[src/rtl/tmr_cc_pkg.sv]
package tmr_cc_pkg;

    localparam int unsigned TMR_W = 32;

    typedef enum logic {
        SEL_COUNT   = 1'b0,
        SEL_COMPARE = 1'b1
    } wr_target_e;

    typedef struct packed {
        logic [TMR_W-1:0] count;
    } cnt_state_t;

    typedef struct packed {
        logic [TMR_W-1:0] compare;
        logic             active;
        logic             pend;
    } match_state_t;

endpackage

[src/rtl/tmr_count_reg.sv]
module tmr_count_reg
    import tmr_cc_pkg::*;
(
    input  logic             clk,
    input  logic             rst_n,
    input  logic             adv,
    input  logic             ld,
    input  logic [TMR_W-1:0] ld_val,
    output logic [TMR_W-1:0] count_q,
    output logic [TMR_W-1:0] count_inc,
    output logic             step
);

    cnt_state_t st_d, st_q;

    always_comb begin
        st_d      = st_q;
        count_inc = st_q.count + TMR_W'(1);
        step      = adv && !ld;
        if (ld) begin
            st_d.count = ld_val;
        end else if (adv) begin
            st_d.count = count_inc;
        end
    end

    always_ff @(posedge clk or negedge rst_n) begin
        if (!rst_n) begin
            st_q <= '0;
        end else begin
            st_q <= st_d;
        end
    end

    assign count_q = st_q.count;

endmodule

[src/rtl/tmr_match_ctl.sv]
module tmr_match_ctl
    import tmr_cc_pkg::*;
(
    input  logic             clk,
    input  logic             rst_n,
    input  logic             step,
    input  logic [TMR_W-1:0] count_inc,
    input  logic             cmp_wr,
    input  logic [TMR_W-1:0] cmp_wr_val,
    input  logic             rev2,
    output logic [TMR_W-1:0] compare_q,
    output logic             active_q,
    output logic             pend_q
);

    match_state_t st_d, st_q;
    logic         hit;

    always_comb begin
        st_d = st_q;
        hit  = step && (count_inc == st_q.compare);
        if (cmp_wr) begin
            st_d.compare = cmp_wr_val;
            st_d.active  = 1'b0;
            st_d.pend    = 1'b0;
        end else if (hit) begin
            st_d.active = 1'b1;
            if (rev2) begin
                st_d.pend = 1'b1;
            end
        end
    end

    always_ff @(posedge clk or negedge rst_n) begin
        if (!rst_n) begin
            st_q <= '0;
        end else begin
            st_q <= st_d;
        end
    end

    assign compare_q = st_q.compare;
    assign active_q  = st_q.active;
    assign pend_q    = st_q.pend;

endmodule

[src/rtl/tmr_irq_route.sv]
module tmr_irq_route #(
    parameter int unsigned LINES = 8,
    localparam int unsigned SEL_W = $clog2(LINES)
) (
    input  logic             active,
    input  logic [SEL_W-1:0] sel,
    output logic [LINES-1:0] lines
);

    for (genvar gi = 0; gi < LINES; gi++) begin : g_line
        assign lines[gi] = active && (sel == SEL_W'(gi));
    end

endmodule

[src/rtl/tmr_cc_top.sv]
module tmr_cc_top
    import tmr_cc_pkg::*;
#(
    parameter int unsigned IRQ_LINES = 8,
    localparam int unsigned RT_W = $clog2(IRQ_LINES)
) (
    input  logic                 clk,
    input  logic                 rst_n,
    input  logic                 tick_en,
    input  logic                 count_freeze,
    input  logic                 rev2_mode,
    input  logic [RT_W-1:0]      route_sel,
    input  logic                 wr_en,
    input  logic                 wr_sel,
    input  logic [TMR_W-1:0]     wr_data,
    output logic [TMR_W-1:0]     count_val,
    output logic [TMR_W-1:0]     compare_val,
    output logic [IRQ_LINES-1:0] irq_lines,
    output logic                 pend_flag
);

    logic             cnt_ld, cmp_ld, adv, step, active;
    logic [TMR_W-1:0] count_inc;

    always_comb begin
        cnt_ld = wr_en && (wr_target_e'(wr_sel) == SEL_COUNT);
        cmp_ld = wr_en && (wr_target_e'(wr_sel) == SEL_COMPARE);
        adv    = tick_en && !count_freeze;
    end

    tmr_count_reg u_cnt (
        .clk       (clk),
        .rst_n     (rst_n),
        .adv       (adv),
        .ld        (cnt_ld),
        .ld_val    (wr_data),
        .count_q   (count_val),
        .count_inc (count_inc),
        .step      (step)
    );

    tmr_match_ctl u_match (
        .clk        (clk),
        .rst_n      (rst_n),
        .step       (step),
        .count_inc  (count_inc),
        .cmp_wr     (cmp_ld),
        .cmp_wr_val (wr_data),
        .rev2       (rev2_mode),
        .compare_q  (compare_val),
        .active_q   (active),
        .pend_q     (pend_flag)
    );

    tmr_irq_route #(.LINES(IRQ_LINES)) u_route (
        .active (active),
        .sel    (route_sel),
        .lines  (irq_lines)
    );

endmodule

[config.mk]
export PLATFORM = sky130hd
export DESIGN_NAME = tmr_cc_top
export DESIGN_NICKNAME = d
export VERILOG_FILES = /design/src/rtl/tmr_cc_pkg.sv /design/src/rtl/tmr_count_reg.sv /design/src/rtl/tmr_match_ctl.sv /design/src/rtl/tmr_irq_route.sv /design/src/rtl/tmr_cc_top.sv
export SDC_FILE = /design/constraint.sdc
export NUM_CORES = 1
export LEC_CHECK = 0
export CORE_UTILIZATION = 53
export DETAILED_ROUTE_END_ITERATION = 6
export GPL_ROUTABILITY_DRIVEN = 0
export GPL_TIMING_DRIVEN = 0
export PLACE_DENSITY = 0.87
export SYNTH_ARGS = -nofsm -noshare
export SYNTH_HDL_FRONTEND = slang
export SYNTH_SLANG_ARGS = --single-unit
[constraint.sdc]
create_clock -name clk -period 4.95 [get_ports clk]
set_input_delay 0.7425 -clock clk [delete_from_list [all_inputs] [get_ports clk]]
set_output_delay 0.7425 -clock clk [all_outputs]
set_load 0.03 [all_outputs]
=== After elaboration in Yosys (flattened, before gate mapping) ===
Index checks and enable logic that the tools add are counted.

* Divide/modulo/power cells: 0
* Multipliers: 0
* Bitwise gates (word level): 1
* Add/sub/neg operators: 1
* Shifts and indexed selects: 0
* Magnitude comparators: 0
* Equality and inequality tests: 8
* Reduce and logical (&&, ||, !) cells: 20
* Multiplexer cells: 5

{| class="wikitable"
|+ Operators by type and width
! operator !! number
|-
| 32-bit 2-to-1 mux || 2
|-
| 32-bit by 1-bit adder with 32-bit output, second input constant || 1
|-
| 32-bit == test || 1
|-
| 1-bit logical AND || 13
|-
| 3-bit == test, second input constant || 4
|-
| 3-bit by 2-bit == test with 1-bit output, second input constant || 2
|-
| 2-bit nonzero test || 3
|-
| 2-bit 2-to-1 mux || 2
|-
| 3-bit by 1-bit == test with 1-bit output, second input constant || 1
|-
| 3-bit logical NOT || 1
|-
| 1-bit logical NOT || 2
|-
| 2-bit AND reduction || 1
|-
| 1-bit 2-to-1 mux || 1
|-
| 1-bit inverter || 1
|}

* Bits in writable memories: 0
* Memories kept: 0
* Register bits: 66
* Output and inout port bits: 73
* ROM bits: 0
* Bits in latches: 0

=== Longest topological paths before layout ===
Gate-level depths: netlist of the first run.

* Word-level depth: 7
* Depth in mapped cells: 9

=== Hierarchy ===
From an unflattened synthesis of the first run, not the netlist that was laid out.

* Cells, all modules: 443
* Area total of the unflattened synthesis: 4169.0 sq um

{| class="wikitable"
|+ Modules (own cells, without submodules)
! module !! cells each !! instances !! area an instance (sq um)
|-
| tmr_count_reg || 302 || 1 || 2412.3
|-
| tmr_match_ctl || 130 || 1 || 1637.8
|-
| tmr_irq_route || 8 || 1 || 96.3
|-
| tmr_cc_top || 3 || 1 || 22.5
|}

=== Least setup slack after synthesis of the first run ===
No wires, ideal clock.

* Kind: reg2reg
* From: register u_cnt.st_q (netlist bit u_cnt.count_q[8])
* To: register u_match.st_q (netlist bit u_match.pend_q)
* Arrival: 2.496 ns
* Buffers on the path: 2
* Slack: 2.378 ns
* Cell stages (with the launch flop): 10
* Setup time: 0.076 ns
* Period minus slack after synthesis: 2.572 ns
* Cells stage by stage: dfrtp_1 -> buf_2 -> nand4_2 -> or4_1 -> buf_2 -> xnor2_1 -> a2111o_1 -> nor4_2 -> nand3_1 -> o21ai_1

* Longest elaborated chain between the ends: 5

{| class="wikitable"
|+ RTL lines
! item !! RTL line !! text
|-
| from (decl) || tmr_count_reg.sv:14 || <nowiki>cnt_state_t st_d, st_q;</nowiki>
|-
| from (signal assigned) || tmr_count_reg.sv:31 || <nowiki>st_q <= st_d;</nowiki>
|-
| 32-bit by 1-bit adder with 32-bit output || tmr_count_reg.sv:18 || <nowiki>count_inc = st_q.count + TMR_W'(1);</nowiki>
|-
| 32-bit == test || tmr_match_ctl.sv:21 || <nowiki>hit = step && (count_inc == st_q.compare);</nowiki>
|-
| 1-bit logical AND || tmr_match_ctl.sv:21 ||
|-
| 2-bit nonzero test (no source line) || -- ||
|-
| 2-bit AND reduction (no source line) || -- ||
|-
| to (signal assigned) || tmr_match_ctl.sv:38 || <nowiki>st_q <= st_d;</nowiki>
|-
| to (decl) || tmr_match_ctl.sv:16 || <nowiki>match_state_t st_d, st_q;</nowiki>
|}

No other way between the ends.
A chain may end at the register's enable or synchronous reset.

=== Worst setup path in the final report of the first run ===
* From: input route_sel[2]
* To: output irq_lines[0]

* Longest elaborated chain between the ends: 2

{| class="wikitable"
|+ RTL lines
! item !! RTL line !! text
|-
| from (decl) || tmr_cc_top.sv:12 || <nowiki>input logic [RT_W-1:0] route_sel,</nowiki>
|-
| 3-bit logical NOT || tmr_irq_route.sv:11 || <nowiki>assign lines[gi] = active && (sel == SEL_W'(gi));</nowiki>
|-
| 1-bit logical AND || tmr_irq_route.sv:11 ||
|-
| to (decl) || tmr_cc_top.sv:18 || <nowiki>output logic [IRQ_LINES-1:0] irq_lines,</nowiki>
|}

No other way between the ends.

==> results of run 1 <==
## per-layer routing
metal  global-route usage  vias to the layer above
met1                0.401                     1957
met3               0.0614                       39
li1                     -                     1856
met2                0.483                      224
met5                    0                        -
met4                0.133                        0
## how the worst max path moves through the flow
stage | startpoint | endpoint | slack, ns | cells after the start
3_5_place_dp | route_sel[2] | irq_lines[0] | 1.99 | 4
2_1_floorplan | u_cnt.count_q[8] | u_match.pend_q | 2.38 | 9
3_3_place_gp | rst_n | u_match.compare_q[16] | 1.11 | 1
5_1_grt | route_sel[2] | irq_lines[4] | 1.90 | 4
4_1_cts | route_sel[2] | irq_lines[0] | 1.98 | 4
6_report | route_sel[2] | irq_lines[0] | 1.99 | 4
## cell type report
| cell class | instances | share of cell area |
|---|---|---|
| Clock inverter | 6 | 0.0203 |
| Sequential cell | 66 | 0.292 |
| Inverter | 5 | 0.00331 |
| Buffer | 31 | 0.0223 |
| Clock buffer | 10 | 0.0225 |
| Tap cell | 99 | 0.0219 |
| Multi-Input combinational cell | 349 | 0.414 |
| Timing Repair Buffer | 115 | 0.204 |
## worst register-to-register path: cells and delay by family (launching register included)
kind / cells / cell delay [ns]
xor gates and xnor gates: 1 / 0.18
buffers and inverters: 1 / 0.30
DFF: 1 / 0.46
AOI/OAI and AO/OA: 2 / 0.33
adders and majority gates: 1 / 0.25
and+or+nand+nor: 4 / 1.26
## power by group
part	internal, mW	switching (mW)	leakage, nW	total, mW
sequential	0.614	0.0897	0.798	0.704
combinational	0.325	0.416	1.15	0.740
clock	0.336	0.220	0.117	0.556
## logic make-up (layout without fill, tap and decap cells)
group	Yosys count	after routing	synth area share
AND/OR/NAND/NOR	171	171	0.214
AO/OA/AOI/OAI	71	71	0.105
XOR/XNOR	71	71	0.150
flip-flops	66	66	0.399
buffers and inverters	36	167	0.0350
multiplexers	35	35	0.0942
adder cells (fa/ha/maj)	1	1	0.00302
## synthesized netlist by cell type (2+ instances only)
library cell | count | share of area
sky130_fd_sc_hd__and3_1 | 5 | 0.0076
sky130_fd_sc_hd__o21ai_1 | 2 | 0.0024
sky130_fd_sc_hd__dfrtp_1 | 66 | 0.40
sky130_fd_sc_hd__nand2_1 | 62 | 0.056
sky130_fd_sc_hd__nor2_1 | 19 | 0.017
sky130_fd_sc_hd__clkbuf_1 | 22 | 0.020
sky130_fd_sc_hd__nand3_1 | 14 | 0.017
sky130_fd_sc_hd__nor2b_1 | 3 | 0.0045
sky130_fd_sc_hd__nor4_2 | 3 | 0.0091
sky130_fd_sc_hd__a21oi_1 | 5 | 0.0060
sky130_fd_sc_hd__inv_1 | 5 | 0.0045
sky130_fd_sc_hd__nor4_1 | 10 | 0.015
sky130_fd_sc_hd__nor3b_1 | 3 | 0.0054
sky130_fd_sc_hd__mux2i_1 | 3 | 0.0072
sky130_fd_sc_hd__nand4_1 | 17 | 0.026
sky130_fd_sc_hd__a211oi_1 | 6 | 0.011
sky130_fd_sc_hd__and4_1 | 3 | 0.0063
sky130_fd_sc_hd__nand2b_1 | 6 | 0.0091
sky130_fd_sc_hd__mux2_2 | 32 | 0.087
sky130_fd_sc_hd__xnor2_1 | 43 | 0.091
sky130_fd_sc_hd__a31o_2 | 2 | 0.0042
sky130_fd_sc_hd__or4_1 | 2 | 0.0036
sky130_fd_sc_hd__nor3_1 | 14 | 0.017
sky130_fd_sc_hd__or3_1 | 4 | 0.0060
sky130_fd_sc_hd__buf_2 | 7 | 0.0085
sky130_fd_sc_hd__o21ai_0 | 42 | 0.051
sky130_fd_sc_hd__xor2_1 | 28 | 0.059
## registers in the layout, summed over array words and instances, names as in the netlist
| signal | count |
|---|---|
| u_cnt.count_q | 32 |
| u_match.compare_q | 32 |
| u_match.active_q | 1 |
| u_match.pend_q | 1 |
## cell usage in the layout, fill, tap and decap left out, drive strengths merged, types with 4 or more instances in the layout
cell type / instances
xnor2: 43
mux2: 32
clkdlybuf4s50: 113
xor2: 28
nor4: 13
or3: 4
a211oi: 6
clkbuf: 33
a21oi: 5
nand2: 62
nand2b: 6
and3: 5
nor3: 15
buf: 10
nand3: 14
nand4: 18
dfrtp: 66
inv: 5
nor2: 19
o21ai: 44
## per-stage QoR
step                 util  power, mW  hold slack (ns)
floorplan               -       1.15            0.447
global placement    0.730       1.42            0.470
detailed placement  0.732       1.44            0.500
CTS                 0.765       1.99            0.449
global route        0.765       2.08            0.492
finish              0.765       2.00            0.428
==> flow_summary_export.csv, run 1 <==
group,metric,value,unit
drt,first_pass_drt_iterations,5,
power_and_ir_drop,static-leakage-power,2.07,nW
die,die_w,90.4,µm
cells_and_area,register_area,1650,µm²
die,rows,31,
placement,dp_worst_slack,1.99,ns
drt,dr_wl_met3,873,µm
die,coreArea,7410,µm²
drt,detail_route.drc_violations,0,
drt,post_drt_wl_per_cell,17.4,µm
grt,grt_antenna_before_repair,0,
worst_setup_path,setup.reg_to_reg.worst_slack,2.09,ns
clock_tree,cts-resized-gates,0,
yosys,synthFlopType,"sky130_fd_sc_hd__dfrtp_1",
worst_setup_path,timing.critical_path.required,4.21,ns
timing,setup_repair_after_global_routing_missed_its_margin,"no",
cells_and_area,layout-drive-gt1-share,0.115,
worst_setup_path,timing.setup.critical_path_class,"input pin to output pin",
yosys,ys_seq_elements,66,
placement,port_buffers,114,
yosys,synth-async-reset-ratio,1.00,
clock_tree,max-clock-path-buffers,2,
yosys,share_of_synthesized_area_occupied_by_flip_flops_and_latches,0.399,
yosys,yosysWarnings,0,
cells_and_area,instances_no_fill,681,
yosys,synthesized_netlist_net_count,494,
placement,post_dp_cell_area,5420,µm²
worst_setup_path,critical_path.top_delay_family,"buffers and inverters",
worst_setup_path,cp.buffers_inverters,2,
worst_setup_path,cp.arrival,2.22,ns
worst_setup_path,sequence_of_cells_on_the_critical_path,"clkdlybuf4s50_1 -> nand2b_1 -> nor3_1 -> clkdlybuf4s50_1",
status,outcome,"complete, no violations",
die,die-area,8170,µm²
cells_and_area,multi_input_comb_area,2350,µm²
timing,timing_hold_violations_final,0,
worst_setup_path,ff2ff_path_depth,9,
flow_run,max_cap_viol_count,0,
timing,finalMaxSlewViolations,0,
clock_tree,cts.clk_slew.worst_paths,0.08,ns
grt,grt_first_pass_wirelength,19700,µm
cells_and_area,area_delta_synth_final,36.8,%
cells_and_area,diodes_inserted,0,
worst_setup_path,worstSetupEndpointType,"output pin",
clock_tree,cts-buffers-inserted,9,
placement,half_perimeter_wire_length_of_the_detailed_placement_result,8550,µm
yosys,number_of_synthesized_flops_with_an_enable_pin,0,
clock_tree,post_cts.repair.setup_buffers,0,
yosys,synthesis.area,4140,µm²
worst_setup_path,timing.rr.end,"u_match.pend_q",
timing,finalCritPeriodShare,0.598,
drt,m1WireLength,5020,µm
worst_setup_path,r2r_start,"u_cnt.count_q[0]",
clock_tree,cts.sinks,66,
clock_tree,cts_hold_repair.buffers,0,
worst_setup_path,worst_path_largest_cell_delay,0.70,ns
yosys,postSynthCellCount,451,
cells_and_area,nets,620,
grt,global_route.usage.total,0.303,
die,floorplan.die.height,90.4,µm
grt,grt_pass1_vias,3917,
drt,detailedRoute.firstIterationViolations,348,
timing,final.min_clock_period,2.96,ns
timing,max_freq,338,MHz
drt,wl,11900,µm
timing,timing.setup.tns,0,ns
yosys,ys_types,50,
drt,antenna_violating_nets_post_route,0,
cells_and_area,final.fill_count,514,
timing,maxSlewHeadroom,0.463,
worst_setup_path,slowest_stage,"sky130_fd_sc_hd__clkdlybuf4s50_1",
timing,setup_violations,0,
worst_setup_path,critical-path-top-cell-by-count,"sky130_fd_sc_hd__clkdlybuf4s50_1",
drt,top_signal_layer_used,"met4",
timing,worst_slew_pin_tran,0.799,ns
worst_setup_path,start_kind,"input pin",
die,ios,115,
power_and_ir_drop,power.density_cell_area,353,nW/µm²
yosys,synth_area_per_cell,9.19,µm²
clock_tree,tritoncts,"yes",
drt,met2RoutedLength,5660,µm
worst_setup_path,crit_path_max_fanout,4,
placement,placedCellCount,665,
timing,timing.final.ws_setup,1.99,ns
drt,detailroute.via_count,4076,
clock_tree,h-tree-depth,3,
clock_tree,clock-root-buffer,"sky130_fd_sc_hd__clkbuf_8",
grt,globalRouteOverflowTotal,0,
worst_hold_path,hold_path.class,"input pin to async pin",
clock_tree,clk-insertion-delay-late,0.36,ns
cells_and_area,finish.instance_area,5670,µm²
die,floorplan.initialDensity,0.559,
timing,timing.clock.skew,0.0113,ns
drt,drt-vias-per-instance,5.99,
grt,maximum_number_of_pins_on_one_net_before_global_route_repair,36,
power_and_ir_drop,ir_drop,0.000213,V
Power figures use the tool's default switching activity.
==> run 2, diff against run 1 <==
Settings changed: CORE_UTILIZATION 53 to 49, PLACE_DENSITY 0.87 to 0.81.
Clock period 4.95 ns to 2.9 ns, I/O delays scaled along.
==> run 2 against run 1 <==
Against the previous run: sequential cell count stayed put; sequential power is 70% higher; die area is 8.0% higher; wire length is 5.2% lower; largest cell class unchanged; non-clock buffer count decreased by 1; clock power up 55%; final cell count increased by 0.73%; core utilization fell by 7.7 points; global-route usage is 3.7 points lower; first-iteration DRC count decreased by 30%; via count shrank 3.3%; register-to-register slack got worse by 1.9 ns.
==> flow_summary_export.csv, run 2 (synthesized netlist as in run 1, its figures left out) <==
group,metric,value,unit
timing,max_freq,371,MHz
die,floorplan.die.height,94.0,µm
worst_setup_path,timing.rr.end,"u_match.pend_q",
clock_tree,tritoncts,"yes",
worst_setup_path,worstSetupEndpointType,"flop",
die,ios,115,
die,die_w,94.0,µm
timing,holdWs,0.184,ns
clock_tree,cts.sinks,66,
drt,detail_route.drc_violations,0,
power_and_ir_drop,netSwitchingPower,1.21,mW
power_and_ir_drop,ir_drop,0.000336,V
drt,antenna_violating_nets_post_route,0,
cells_and_area,finish.instance_area,5650,µm²
worst_setup_path,r2r_start,"u_cnt.count_q[26]",
drt,post_drt_wl_per_cell,16.4,µm
power_and_ir_drop,clkPwrFrac,0.261,
grt,global_route.usage.total,0.267,
worst_hold_path,hold_path.class,"input pin to async pin",
cells_and_area,instances_no_fill,686,
timing,setup_violations,0,
cells_and_area,layout_common_cells,"sky130_fd_sc_hd__clkdlybuf4s50_1, sky130_fd_sc_hd__dfrtp_1, sky130_fd_sc_hd__nand2_1",
cells_and_area,area_delta_synth_final,36.5,%
flow_run,max_cap_viol_count,0,
power_and_ir_drop,cellInternalPower,2.11,mW
worst_setup_path,cp.arrival,2.97,ns
timing,finalCritPeriodShare,0.931,
grt,maximum_number_of_pins_on_one_net_before_global_route_repair,67,
placement,port_buffers,114,
power_and_ir_drop,fraction_of_power_consumed_by_combinational_cells,0.378,
worst_setup_path,start_kind,"flop",
worst_setup_path,crit_path_max_fanout,7,
timing,timing_hold_violations_final,0,
grt,globalRouteOverflowTotal,0,
cells_and_area,layout.core_utilization,0.688,
power_and_ir_drop,share_of_total_power_in_sequential_cells,0.361,
cells_and_area,diodes_inserted,0,
placement,placedCellCount,670,
clock_tree,cts.clk_slew.worst_paths,0.08,ns
timing,setup_repair_after_global_routing_missed_its_margin,"no",
clock_tree,h-tree-depth,3,
clock_tree,max-clock-path-buffers,2,
die,die-area,8830,µm²
power_and_ir_drop,static-leakage-power,2.07,nW
power_and_ir_drop,overall_power_after_layout,3.31,mW
timing,timing.clock.skew,0.00864,ns
power_and_ir_drop,power.share.switching,0.364,
drt,first_pass_drt_iterations,5,
worst_setup_path,ff2ff_path_depth,8,
clock_tree,clk-insertion-delay-late,0.35,ns
worst_setup_path,timing.critical_path.required,3.17,ns
cells_and_area,layout.cells.most_common,"sky130_fd_sc_hd__clkdlybuf4s50_1",
cells_and_area,final.fill_count,630,
cells_and_area,nets,619,
drt,wl,11200,µm
placement,half_perimeter_wire_length_of_the_detailed_placement_result,8420,µm
placement,post_dp_cell_area,5410,µm²
clock_tree,cts-buffers-inserted,9,
die,floorplan.initialDensity,0.504,
drt,drt-vias-per-instance,5.74,
worst_setup_path,setup.reg_to_reg.worst_slack,0.20,ns
cells_and_area,layout-drive-gt1-share,0.117,
grt,grt_antenna_before_repair,0,
grt,grt_first_pass_wirelength,18100,µm
grt,grt_pass1_vias,3746,
worst_setup_path,timing.setup.critical_path_class,"flop to flop",
timing,worst_slew_pin_tran,0.806,ns
drt,detailedRoute.firstIterationViolations,245,
timing,finalMaxSlewViolations,0,
timing,final.min_clock_period,2.70,ns
timing,maxSlewHeadroom,0.463,
clock_tree,clock-root-buffer,"sky130_fd_sc_hd__clkbuf_8",
drt,detailroute.via_count,3940,
power_and_ir_drop,power.density_cell_area,586,nW/µm²
die,rows,33,
status,outcome,"complete, no violations",
die,coreArea,8220,µm²
run 2: cell types whose count changed in the layout (fill, tap and decap cells not counted):
cell	previous run	this run
sky130_fd_sc_hd__buf_4	0	1
sky130_fd_sc_hd__bufinv_16	3	2
sky130_fd_sc_hd__nor4_1	10	8
sky130_fd_sc_hd__buf_12	1	0
sky130_fd_sc_hd__buf_2	8	7
sky130_fd_sc_hd__clkbuf_8	9	10
sky130_fd_sc_hd__clkinv_2	0	2
sky130_fd_sc_hd__nor4_2	3	4
sky130_fd_sc_hd__clkinv_4	2	0
sky130_fd_sc_hd__nor4_4	0	1
run 2: critical path, cell delays in order (launching register included):
cell	delay [ns]
sky130_fd_sc_hd__dfrtp_1	0.34
sky130_fd_sc_hd__clkbuf_1	0.32
sky130_fd_sc_hd__nand4_1	0.33
sky130_fd_sc_hd__or3_1	0.48
sky130_fd_sc_hd__o2bb2ai_1	0.17
sky130_fd_sc_hd__a2111o_1	0.32
sky130_fd_sc_hd__nor4_2	0.41
sky130_fd_sc_hd__nand3_1	0.12
sky130_fd_sc_hd__o21ai_1	0.12
run 2: through the flow:
stage	setup TNS, ns	worst slack, ns
2_1_floorplan	0	0.328
3_3_place_gp	-47.35	-0.721
3_5_place_dp	0	0.152
4_1_cts	0	0.128
5_1_grt	0	0.0420
6_report	0	0.201
run 2: cell type report:
cell class / count / area, µm² / share of cell area
Timing Repair Buffer: 114 / 1140 / 0.201
Sequential cell: 66 / 1650 / 0.292
Clock inverter: 5 / 77.6 / 0.0137
Clock buffer: 11 / 141 / 0.0250
Multi-Input combinational cell: 349 / 2370 / 0.419
Inverter: 5 / 18.8 / 0.00332
Buffer: 31 / 126 / 0.0224
Tap cell: 105 / 131 / 0.0232
run 2: timing repair:
| item | CTS | global route |
|---|---|---|
| setup endpoints to repair | 0 | 2 |
| hold buffers | 0 | 0 |
| gates resized for setup | 0 | 3 |
| setup buffers | 0 | 0 |
run 2: layer usage:
metal,global-route usage,vias up,routed length (µm)
li1,-,1852,-
met1,0.337,1908,4780
met2,0.445,165,5470
met3,0.0566,15,776
met4,0.103,0,202
met5,0,-,0
run 2: worst max path at each step:
stage,from,to,slack (ns),cells past startpoint
after floorplan,u_cnt.count_q[8],u_match.pend_q,0.33,9
after global placement,rst_n,u_match.compare_q[20],-0.72,1
after detailed placement,u_cnt.count_q[0],u_match.pend_q,0.15,8
after CTS,u_cnt.count_q[0],u_match.pend_q,0.13,8
after global routing,u_cnt.count_q[0],u_match.pend_q,0.04,8
final,u_cnt.count_q[26],u_match.pend_q,0.20,8
run 2: power by group through the flow:
stage	Clock, mW	Combinational, mW	Sequential [mW]
6_report	0.864	1.25	1.20
5_1_grt	0.911	1.33	1.21
3_3_place_gp	0	1.22	1.21
3_5_place_dp	0	1.23	1.21
2_1_floorplan	0	0.515	1.44
4_1_cts	0.870	1.25	1.20
==> run 3, diff against run 2 <==
Settings changed: CORE_UTILIZATION 49 to 30, PLACE_DENSITY 0.81 to unset.
==> run 3 against run 2 <==
Against the previous run: sequential power hardly changed; hold slack improved by 0.019 ns; clock power grew 14%; setup slack worse by 0.034 ns; fmax is 1.2% lower; via count fell by 2.5%; combinational power hardly changed; sequential share of layout area fell by 0.71 points; sequential cell count did not move; final cell count up 10%; non-clock buffer count unchanged; critical path depth is the same; largest cell class unchanged.
==> flow_summary_export.csv, run 3 (synthesized netlist as in run 1, its figures left out) <==
group,metric,value,unit
cells_and_area,area_delta_synth_final,39.9,%
worst_setup_path,ff2ff_path_depth,8,
cells_and_area,diodes_inserted,0,
clock_tree,tritoncts,"yes",
drt,antenna_violating_nets_post_route,0,
worst_setup_path,timing.setup.critical_path_class,"flop to flop",
clock_tree,clk-insertion-delay-late,0.34,ns
worst_setup_path,critical-path-top-cell-by-count,"sky130_fd_sc_hd__nand4_1",
worst_setup_path,timing.critical_path.required,3.16,ns
timing,timing.clock.skew,0.00516,ns
worst_setup_path,crit_path_max_fanout,10,
clock_tree,max-clock-path-buffers,2,
timing,worst_slew_pin_tran,0.852,ns
clock_tree,cts_hold_repair.buffers,0,
worst_hold_path,hold_path.class,"input pin to async pin",
grt,grt_pass1_vias,3892,
drt,detailroute.via_count,3840,
worst_setup_path,worstSetupEndpointType,"flop",
drt,detail_route.drc_violations,0,
drt,first_pass_drt_iterations,5,
timing,max_freq,366,MHz
grt,global_route.usage.total,0.180,
drt,post_drt_wl_per_cell,16.5,µm
worst_setup_path,slowest_stage,"sky130_fd_sc_hd__nor4_4",
timing,final.min_clock_period,2.73,ns
die,floorplan.initialDensity,0.310,
timing,maxSlewHeadroom,0.432,
die,die-area,14300,µm²
cells_and_area,nets,619,
clock_tree,cts.sinks,66,
clock_tree,cts.clk_slew.worst_paths,0.05,ns
grt,grt_first_pass_wirelength,20100,µm
worst_setup_path,setup.reg_to_reg.worst_slack,0.17,ns
timing,setup_violations,0,
die,die_w,120,µm
placement,half_perimeter_wire_length_of_the_detailed_placement_result,9530,µm
clock_tree,clock-root-buffer,"sky130_fd_sc_hd__clkbuf_16",
grt,maximum_number_of_pins_on_one_net_before_global_route_repair,67,
cells_and_area,layout_common_cells,"sky130_fd_sc_hd__clkdlybuf4s50_1, sky130_fd_sc_hd__dfrtp_1, sky130_fd_sc_hd__nand2_1",
cells_and_area,layout-drive-gt1-share,0.119,
power_and_ir_drop,static-leakage-power,2.10,nW
cells_and_area,final.fill_count,1343,
timing,holdWs,0.202,ns
die,ios,115,
grt,grt_antenna_before_repair,0,
drt,detailedRoute.firstIterationViolations,158,
flow_run,max_cap_viol_count,0,
placement,placedCellCount,741,
power_and_ir_drop,power.density_cell_area,595,nW/µm²
clock_tree,cts-buffers-inserted,9,
grt,globalRouteOverflowTotal,0,
worst_setup_path,cp.arrival,2.99,ns
worst_setup_path,worst_path_largest_cell_delay,0.55,ns
timing,setup_repair_after_global_routing_missed_its_margin,"no",
worst_setup_path,r2r_start,"u_cnt.count_q[5]",
worst_setup_path,start_kind,"flop",
cells_and_area,instances_no_fill,757,
worst_setup_path,timing.rr.end,"u_match.pend_q",
status,outcome,"complete, no violations",
worst_setup_path,sequence_of_cells_on_the_critical_path,"buf_2 -> nand4_1 -> nor4_4 -> nand4_1 -> a221o_1 -> nor4_2 -> nand3_1 -> o21ai_1",
drt,wl,12500,µm
die,rows,42,
clock_tree,h-tree-depth,3,
die,coreArea,13300,µm²
power_and_ir_drop,ir_drop,0.000244,V
placement,port_buffers,114,
timing,finalMaxSlewViolations,0,
die,floorplan.die.height,120,µm
drt,drt-vias-per-instance,5.07,
timing,timing_hold_violations_final,0,
cells_and_area,layout.cells.most_common,"sky130_fd_sc_hd__clkdlybuf4s50_1",
timing,finalCritPeriodShare,0.942,
## run 3: cell types whose count changed in the layout (fill, tap and decap cells not counted)
cell / change
sky130_fd_sc_hd__bufinv_16: -2
sky130_fd_sc_hd__clkbuf_8: -9
sky130_fd_sc_hd__clkbuf_1: -1
sky130_fd_sc_hd__clkbuf_16: +9
sky130_fd_sc_hd__clkinv_2: +3
## run 3: worst max-delay path by stage
stage	to	startpoint	slack [ns]	depth (start not counted)
final	u_match.pend_q	u_cnt.count_q[5]	0.17	8
after global routing	u_match.pend_q	u_cnt.count_q[0]	0.002	9
after floorplan	u_match.pend_q	u_cnt.count_q[8]	0.33	9
after CTS	u_match.pend_q	u_cnt.count_q[0]	0.1	9
after global placement	u_match.compare_q[3]	rst_n	-0.78	1
after detailed placement	u_match.pend_q	u_cnt.count_q[0]	0.12	9
## run 3: per-layer routing
layer | vias to the layer above | routed length (µm) | part of all wire | global-route usage
met4 | 0 | 251 | 0.020 | 0.0672
li1 | 1849 | - | - | -
met1 | 1843 | 5580 | 0.45 | 0.230
met5 | - | 0 | 0 | 0
met3 | 22 | 789 | 0.063 | 0.0404
met2 | 126 | 5850 | 0.47 | 0.295
## run 3: where the power goes
| group | leakage, nW | switching [mW] | internal (mW) | total (mW) |
|---|---|---|---|---|
| sequential | 0.798 | 0.153 | 1.05 | 1.20 |
| combinational | 1.16 | 0.706 | 0.552 | 1.26 |
| clock | 0.138 | 0.396 | 0.593 | 0.989 |
## run 3: what timing repair did
item | 4_1_cts | 5_1_grt
endpoints found under the setup margin | 0 | 2
resized for setup | 0 | 3
buffers inserted | 0 | 0
## run 3: worst max-delay path, delay by kind of cell, from the launching register on
family,cells,cell delay [ns]
flops,1,0.37
simple gates,5,1.51
buf+inv,1,0.23
compound gates,2,0.53
## run 3: cell type report
type	count	area, µm²	share of cell area
Buffer	31	126	0.0218
Clock buffer	10	239	0.0412
Clock inverter	6	32.5	0.00561
Inverter	5	18.8	0.00324
Multi-Input combinational cell	349	2370	0.409
Sequential cell	66	1650	0.285
Tap cell	176	220	0.0380
Timing Repair Buffer	114	1140	0.197
## run 3: through the flow
stage          power, mW  setup TNS, ns  setup slack [ns]  cell area (µm²)   util
6_report            3.45              0             0.167             5790  0.434
5_1_grt             3.63              0           0.00224             5790  0.434
4_1_cts             3.49              0            0.0997             5770  0.433
3_5_place_dp        2.47              0             0.122             5500  0.412
3_3_place_gp        2.46         -51.30            -0.781             5500  0.412
2_1_floorplan       1.96              0             0.328             4140      -
